<file path="src/rtl/sem_pkg.sv">
package sem_pkg;
  localparam int ADDR_W = 4;
  localparam int DATA_W = 32;
  localparam int OP_W   = 3;

  typedef enum logic [OP_W-1:0] {
    OP_NONE  = 3'd0,
    OP_GIVE  = 3'd1,
    OP_TAKE  = 3'd2,
    OP_START = 3'd3,
    OP_STOP  = 3'd4,
    OP_ACK   = 3'd5
  } sem_op_e;

  typedef struct packed {
    logic              issue;
    logic              fromIn;
    logic [ADDR_W-1:0] ackDst;
    logic [DATA_W-1:0] takeAmt;
    logic              storeIn;
    logic              give;
  } sem_strobe_t;
endpackage

</file>
<file path="src/rtl/sem_ctrl.sv">
module sem_ctrl
  import sem_pkg::*;
#(
  parameter int MY_ADDR  = 9,
  parameter int CPU_ADDR = 0,
  parameter int CNT_W    = 4,
  parameter int AGE_W    = 8,
  parameter int NUM_REQ  = 16
) (
  input  logic              clk,
  input  logic              rstN,
  input  logic              inValid,
  input  logic [ADDR_W-1:0] inDst,
  input  logic [ADDR_W-1:0] inSrc,
  input  logic [OP_W-1:0]   inOp,
  input  logic [DATA_W-1:0] inData,
  input  logic [CNT_W-1:0]  count,
  input  logic              pendValid [NUM_REQ],
  input  logic [DATA_W-1:0] pendAmt   [NUM_REQ],
  input  logic [AGE_W-1:0]  pendAge   [NUM_REQ],
  input  logic              outReq,
  input  logic              outGrant,
  output sem_strobe_t       strb
);
  localparam logic [ADDR_W-1:0] CPU_IDX = ADDR_W'(CPU_ADDR);
  localparam logic [ADDR_W-1:0] ME      = ADDR_W'(MY_ADDR);

  logic [DATA_W-1:0]  countExt;
  logic [NUM_REQ-1:0] fit;
  logic               inTake, inGive, inFit;
  logic               oldFound, haveWin, winIn, slotFree;
  logic [ADDR_W-1:0]  oldIdx, winIdx;
  logic [AGE_W-1:0]   oldAge;

  assign countExt = DATA_W'(count);

  always_comb begin
    inTake = inValid && (inDst == ME) && (inOp == OP_TAKE);
    inGive = inValid && (inDst == ME) && (inOp == OP_GIVE);
    inFit  = inTake && (inData <= countExt);
    for (int i = 0; i < NUM_REQ; i++) begin
      fit[i] = pendValid[i] && (pendAmt[i] <= countExt);
    end
    // oldest fitting waiter, lowest index on equal age
    oldFound = 1'b0;
    oldIdx   = '0;
    oldAge   = '0;
    for (int i = 0; i < NUM_REQ; i++) begin
      if (fit[i] && (!oldFound || pendAge[i] > oldAge)) begin
        oldFound = 1'b1;
        oldIdx   = ADDR_W'(i);
        oldAge   = pendAge[i];
      end
    end
    haveWin = 1'b1;
    winIn   = 1'b0;
    winIdx  = oldIdx;
    if (fit[CPU_IDX]) begin
      winIdx = CPU_IDX;
    end else if (inFit && inSrc == CPU_IDX) begin
      winIn = 1'b1;
    end else if (oldFound) begin
      winIdx = oldIdx;
    end else if (inFit) begin
      winIn = 1'b1;
    end else begin
      haveWin = 1'b0;
    end
    slotFree     = !outReq || outGrant;
    strb.issue   = slotFree && haveWin;
    strb.fromIn  = winIn;
    strb.ackDst  = winIn ? inSrc : winIdx;
    strb.takeAmt = winIn ? inData : pendAmt[winIdx];
    strb.storeIn = inTake && !(strb.issue && winIn);
    strb.give    = inGive;
  end


  issue_fits_chk: assert property (@(posedge clk) disable iff (!rstN)
    strb.issue |-> (strb.takeAmt <= countExt));


  cpu_first_chk: assert property (@(posedge clk) disable iff (!rstN)
    (strb.issue && pendValid[CPU_IDX] && pendAmt[CPU_IDX] <= countExt) |-> (strb.ackDst == CPU_IDX));


  busy_no_issue_chk: assert property (@(posedge clk) disable iff (!rstN)
    (outReq && !outGrant) |-> !strb.issue);
endmodule

</file>
<file path="src/rtl/sem_datapath.sv">
module sem_datapath
  import sem_pkg::*;
#(
  parameter int MY_ADDR    = 9,
  parameter int MAX_COUNT  = 12,
  parameter int INIT_COUNT = 4,
  parameter int CNT_W      = 4,
  parameter int AGE_W      = 8,
  parameter int NUM_REQ    = 16
) (
  input  logic              clk,
  input  logic              rstN,
  input  sem_strobe_t       strb,
  input  logic [ADDR_W-1:0] inSrc,
  input  logic [DATA_W-1:0] inData,
  input  logic              outGrant,
  output logic [CNT_W-1:0]  count,
  output logic              pendValid [NUM_REQ],
  output logic [DATA_W-1:0] pendAmt   [NUM_REQ],
  output logic [AGE_W-1:0]  pendAge   [NUM_REQ],
  output logic              outReq,
  output logic [ADDR_W-1:0] outDst,
  output logic [ADDR_W-1:0] outSrc,
  output logic [OP_W-1:0]   outOp,
  output logic [DATA_W-1:0] outData
);
  localparam logic [DATA_W:0]  MAX_WIDE = (DATA_W+1)'(MAX_COUNT);
  localparam logic [CNT_W-1:0] MAX_C    = CNT_W'(MAX_COUNT);
  localparam logic [CNT_W-1:0] INIT_C   = CNT_W'(INIT_COUNT);
  localparam logic [AGE_W-1:0] AGE_TOP  = '1;

  logic [DATA_W:0]  afterTake, afterGive;
  logic [CNT_W-1:0] countNext;

  always_comb begin
    afterTake = {{(DATA_W+1-CNT_W){1'b0}}, count} - (strb.issue ? {1'b0, strb.takeAmt} : '0);
    afterGive = afterTake + (strb.give ? {1'b0, inData} : '0);
    countNext = (afterGive > MAX_WIDE) ? MAX_C : afterGive[CNT_W-1:0];
  end

  always_ff @(posedge clk) begin
    if (!rstN) count <= INIT_C;
    else       count <= countNext;
  end

  for (genvar g = 0; g < NUM_REQ; g++) begin : g_slot
    always_ff @(posedge clk) begin
      if (!rstN) begin
        pendValid[g] <= 1'b0;
        pendAmt[g]   <= '0;
        pendAge[g]   <= '0;
      end else if (strb.storeIn && inSrc == ADDR_W'(g)) begin
        pendValid[g] <= 1'b1;
        pendAmt[g]   <= inData;
        pendAge[g]   <= '0;
      end else if (strb.issue && !strb.fromIn && strb.ackDst == ADDR_W'(g)) begin
        pendValid[g] <= 1'b0;
      end else if (pendValid[g] && pendAge[g] != AGE_TOP) begin
        pendAge[g] <= pendAge[g] + 1'b1;
      end
    end
  end

  always_ff @(posedge clk) begin
    if (!rstN) begin
      outReq  <= 1'b0;
      outDst  <= '0;
      outSrc  <= '0;
      outOp   <= OP_NONE;
      outData <= '0;
    end else if (strb.issue) begin
      outReq  <= 1'b1;
      outDst  <= strb.ackDst;
      outSrc  <= ADDR_W'(MY_ADDR);
      outOp   <= OP_ACK;
      outData <= strb.takeAmt;
    end else if (outGrant) begin
      outReq  <= 1'b0;
    end
  end


  count_cap_chk: assert property (@(posedge clk) disable iff (!rstN)
    count <= MAX_C);


  ack_form_chk: assert property (@(posedge clk) disable iff (!rstN)
    outReq |-> (outOp == OP_ACK && outSrc == ADDR_W'(MY_ADDR)));


  out_hold_chk: assert property (@(posedge clk) disable iff (!rstN)
    (outReq && !outGrant) |=> (outReq && $stable(outDst) && $stable(outData)));
endmodule

</file>
<file path="src/rtl/msg_semaphore.sv">
module msg_semaphore
  import sem_pkg::*;
#(
  parameter int MY_ADDR    = 9,
  parameter int CPU_ADDR   = 0,
  parameter int MAX_COUNT  = 12,
  parameter int INIT_COUNT = 4,
  parameter int AGE_W      = 8
) (
  input  logic              clk,
  input  logic              rstN,
  input  logic              inValid,
  input  logic [ADDR_W-1:0] inDst,
  input  logic [ADDR_W-1:0] inSrc,
  input  logic [OP_W-1:0]   inOp,
  input  logic [DATA_W-1:0] inData,
  input  logic              outGrant,
  output logic              outReq,
  output logic [ADDR_W-1:0] outDst,
  output logic [ADDR_W-1:0] outSrc,
  output logic [OP_W-1:0]   outOp,
  output logic [DATA_W-1:0] outData
);
  localparam int CNT_W   = $clog2(MAX_COUNT + 1);
  localparam int NUM_REQ = 1 << ADDR_W;

  sem_strobe_t       strb;
  logic [CNT_W-1:0]  count;
  logic              pendValid [NUM_REQ];
  logic [DATA_W-1:0] pendAmt   [NUM_REQ];
  logic [AGE_W-1:0]  pendAge   [NUM_REQ];

  sem_ctrl #(
    .MY_ADDR(MY_ADDR), .CPU_ADDR(CPU_ADDR), .CNT_W(CNT_W),
    .AGE_W(AGE_W), .NUM_REQ(NUM_REQ)
  ) u_ctrl (
    .clk(clk), .rstN(rstN), .inValid(inValid), .inDst(inDst), .inSrc(inSrc),
    .inOp(inOp), .inData(inData), .count(count), .pendValid(pendValid),
    .pendAmt(pendAmt), .pendAge(pendAge), .outReq(outReq),
    .outGrant(outGrant), .strb(strb)
  );

  sem_datapath #(
    .MY_ADDR(MY_ADDR), .MAX_COUNT(MAX_COUNT), .INIT_COUNT(INIT_COUNT),
    .CNT_W(CNT_W), .AGE_W(AGE_W), .NUM_REQ(NUM_REQ)
  ) u_dp (
    .clk(clk), .rstN(rstN), .strb(strb), .inSrc(inSrc), .inData(inData),
    .outGrant(outGrant), .count(count), .pendValid(pendValid),
    .pendAmt(pendAmt), .pendAge(pendAge), .outReq(outReq), .outDst(outDst),
    .outSrc(outSrc), .outOp(outOp), .outData(outData)
  );
endmodule

</file>
<file path="config.mk">
export PLATFORM = sky130hd
export DESIGN_NAME = msg_semaphore
export DESIGN_NICKNAME = d
export VERILOG_FILES = /design/src/rtl/sem_pkg.sv /design/src/rtl/sem_ctrl.sv /design/src/rtl/sem_datapath.sv /design/src/rtl/msg_semaphore.sv
export SDC_FILE = /design/constraint.sdc
export NUM_CORES = 2
export LEC_CHECK = 0
export ABC_AREA = 1
export BUFFER_PORTS_ARGS = -buffer_cell sky130_fd_sc_hd__clkbuf_2
export CORE_UTILIZATION = 55
export CTS_BUF_LIST = sky130_fd_sc_hd__clkbuf_8
export CTS_CLUSTER_DIAMETER = 200
export DETAILED_ROUTE_END_ITERATION = 10
export PLACE_DENSITY_LB_ADDON = 0.05
export SETUP_SLACK_MARGIN = 0.3
export SLEW_MARGIN = 20
export SYNTH_ARGS = -nofsm -noshare
export SYNTH_HDL_FRONTEND = slang
export SYNTH_SLANG_ARGS = --single-unit
export TNS_END_PERCENT = 20
</file>
<file path="constraint.sdc">
create_clock -name clk -period 54 [get_ports clk]
set_clock_uncertainty 0.2 [all_clocks]
set_input_delay 8.1 -clock clk [delete_from_list [all_inputs] [get_ports clk]]
set_output_delay 8.1 -clock clk [all_outputs]
set_load 0.005 [all_outputs]
</file>
==> run summary <==
outcome: complete, no violations
unrepaired setup endpoints after global routing: no
maximum VDD drop: 0.0258 mV
Layout Utilization: 0.610
CTS tree: built
clock slew at reported path FFs: 0.07 ns
fmax: 29.8 MHz
wire per inst: 18.7 um
1st-pass router iterations: 8
hold buffer count at cts: 0
core area: 70,300 um2
Most Frequent Cell on Critical Path: nand2_1
post-layout min period: 33.61 ns
max-slew violation count: 0
Placed Instances: 6,342
Worst-Skew Late Latency: 0.82 ns
pwr/cell area: 24.9 nW/um2
filler cell count in the final layout: 6,631
max cap viols: 0
via count: 37,423
multi-input logic area: 21,700 um2
dominant register cell in the synthesized netlist: dfxtp_1
Sequential Area: 14,000 um2
Slowest-stage cell, CP: fa_1
root buffer cell: clkbuf_8
die area: 72,400 um2
Seq/Total Area, Yosys: 0.356
Setup TNS: 0 ns
final clock period utilization by the worst path: 0.622
global-route wire length before repair: 189,000 um
Gate Count Post-Synth: 5,513
# IOs: 91
hold path startpoint: u_dp.outData[15]$_SDFFE_PN0P_
Rows: 97
Worst setup EP type: register
post-DP HPWL: 88,500 um
Crit Path Max Fanout: 25
Longest Clk Path Bufs: 3
post-synthesis register bit count: 698
final setup violation count: 0
via/cell ratio: 5.71
vias in the first global route: 33,207
Die Wd: 269 um
largest net degree at the start of global routing: 252
Finished Layout Cells: 6,556
Yosys Warn Count: 0
initial antenna violation count: 5
Slowest Stage Delay on Critical Path: 0.55 ns
Setup Buffers After CTS: 0
final worst slack: 20.39 ns
layout cells sized above 1: 0.0775
all-layer global routing usage: 0.334
# resized after CTS: 0
Avg Synthesized Cell Area: 7.11 um2
HP Class: register to register
r2r startpoint: u_dp.count[3]$_SDFF_PN0_
Initial Utilization: 0.558
H-tree depth: 3
Final ANT Viol Nets: 0
final wirelength: 123,000 um
Post-Place Worst Slack: 20.82 ns
leading cell types in the layout, fill and taps excluded: nand2_1, a21oi_1, inv_1, dfxtp_1, o21ai_0
commonest non-fill, non-tap cell in the layout: nand2_1
crit path launch: u_dp.count[3]$_SDFF_PN0_
count of different cell masters after synthesis: 59
Post-synth EDFFs: 0
CP startpoint kind: register
initial drt markers: 3,828
post-synthesis async set-or-reset flop share: 0
clk sinks: 698
WS Path Type: register to register
critical path data arrival time: 34.06 ns
Synth-to-Final Area Change: 9.38%
slew margin rel.: 0.181
area of the mapped netlist: 39,200 um2
Nets: 5,831
GR Overflow Total: 0
CTS buffer count: 117
PortBufs: 87
Hold Vio Cnt, Final: 0
residual DRC count: 0
DIE HEIGHT: 269 um
routability-driven placement congestion ratio: 0.989
Leak: 0.0188 uW
actual slew at the worst max-slew pin: 1.23 ns
Crit path required time: 54.44 ns
-- cell usage after synthesis, drive strengths merged (15+ instances only) --
cell / count / share of area
xnor2: 22 / 0.0049
nor4: 81 / 0.013
nand3: 262 / 0.037
o21ai: 600 / 0.077
ha: 258 / 0.082
a211oi: 49 / 0.0094
inv: 692 / 0.066
nor3: 46 / 0.0059
buf: 47 / 0.0069
nand4: 258 / 0.041
o21a: 52 / 0.010
clkbuf: 219 / 0.021
o21bai: 15 / 0.0029
clkinv: 30 / 0.0029
or2: 20 / 0.0032
a21oi: 738 / 0.095
xor2: 92 / 0.021
nand2: 891 / 0.090
a2111oi: 17 / 0.0040
nor2: 343 / 0.034
dfxtp: 698 / 0.36
-- worst max-delay path, delay by kind of cell, from the launching register on --
family	cells	cell delay [ns]
buffers and inverters	20	2.26
AOI/OAI and AO/OA	61	12.04
and+or+nand+nor	96	12.24
adders and majority gates	18	5.96
DFF	1	0.36
muxes	1	0.29
-- cell type report --
type                            count  share of cell area
Antenna cell                        4            0.000233
Clock buffer                      147              0.0472
Clock inverter                     62              0.0131
Inverter                          722              0.0633
Multi-Input combinational cell   3856               0.505
Sequential cell                   698               0.326
Tap cell                          940              0.0274
Timing Repair Buffer              127              0.0181
-- worst paths after layout --
path	endpoint	slack [ns]	cells past startpoint
setup / recovery	u_dp.count[2]$_SDFF_PP1_	20.39	196
hold / removal	u_dp.outData[15]$_SDFFE_PN0P_	0.24	2
setup reg to reg	u_dp.count[2]$_SDFF_PP1_	20.39	196
hold reg to reg	u_dp.outData[15]$_SDFFE_PN0P_	0.24	2
-- where the power goes --
part	leakage [uW]	switching, uW	internal [uW]
registers	0.00562	0.180	515
clock network	0.00145	236	278
logic	0.0117	30.4	8.39
-- metrics by stage --
stage	instance area [um2]	total power (uW)	hold WS (ns)
after floorplan	39300	550	0.223
after global placement	40300	565	0.226
after detailed placement	40300	565	0.228
after CTS	42800	1070	0.239
after global routing	42900	1100	0.256
final	42900	1070	0.237
-- flip-flops by register name, indices dropped and copies added (netlist names) --
name and count:
u_dp.pendAmt 512, u_dp.pendAge 128, u_dp.outData 32, u_dp.pendValid 16
u_dp.count 4, u_dp.outDst 4, u_dp.outReq 1, u_dp.outSrc 1
-- per-layer routing --
layer	vias up	track usage	wire length [um]
met4	4	0.115	3850
met2	1225	0.516	53500
met3	221	0.0386	8200
met1	17259	0.479	57100
met5	-	0	23
li1	18714	-	-
-- logic make-up after synthesis --
| logic type | share of synthesized area |
|---|---|
| muxes | 0.00102 |
| other | 0.000192 |
| DFF | 0.356 |
| buffers and inverters | 0.0970 |
| AOI/OAI and AO/OA | 0.205 |
| and+or+nand+nor | 0.230 |
| adders and majority gates | 0.0844 |
| xor gates and xnor gates | 0.0255 |
Power figures use the tool's default switching activity.
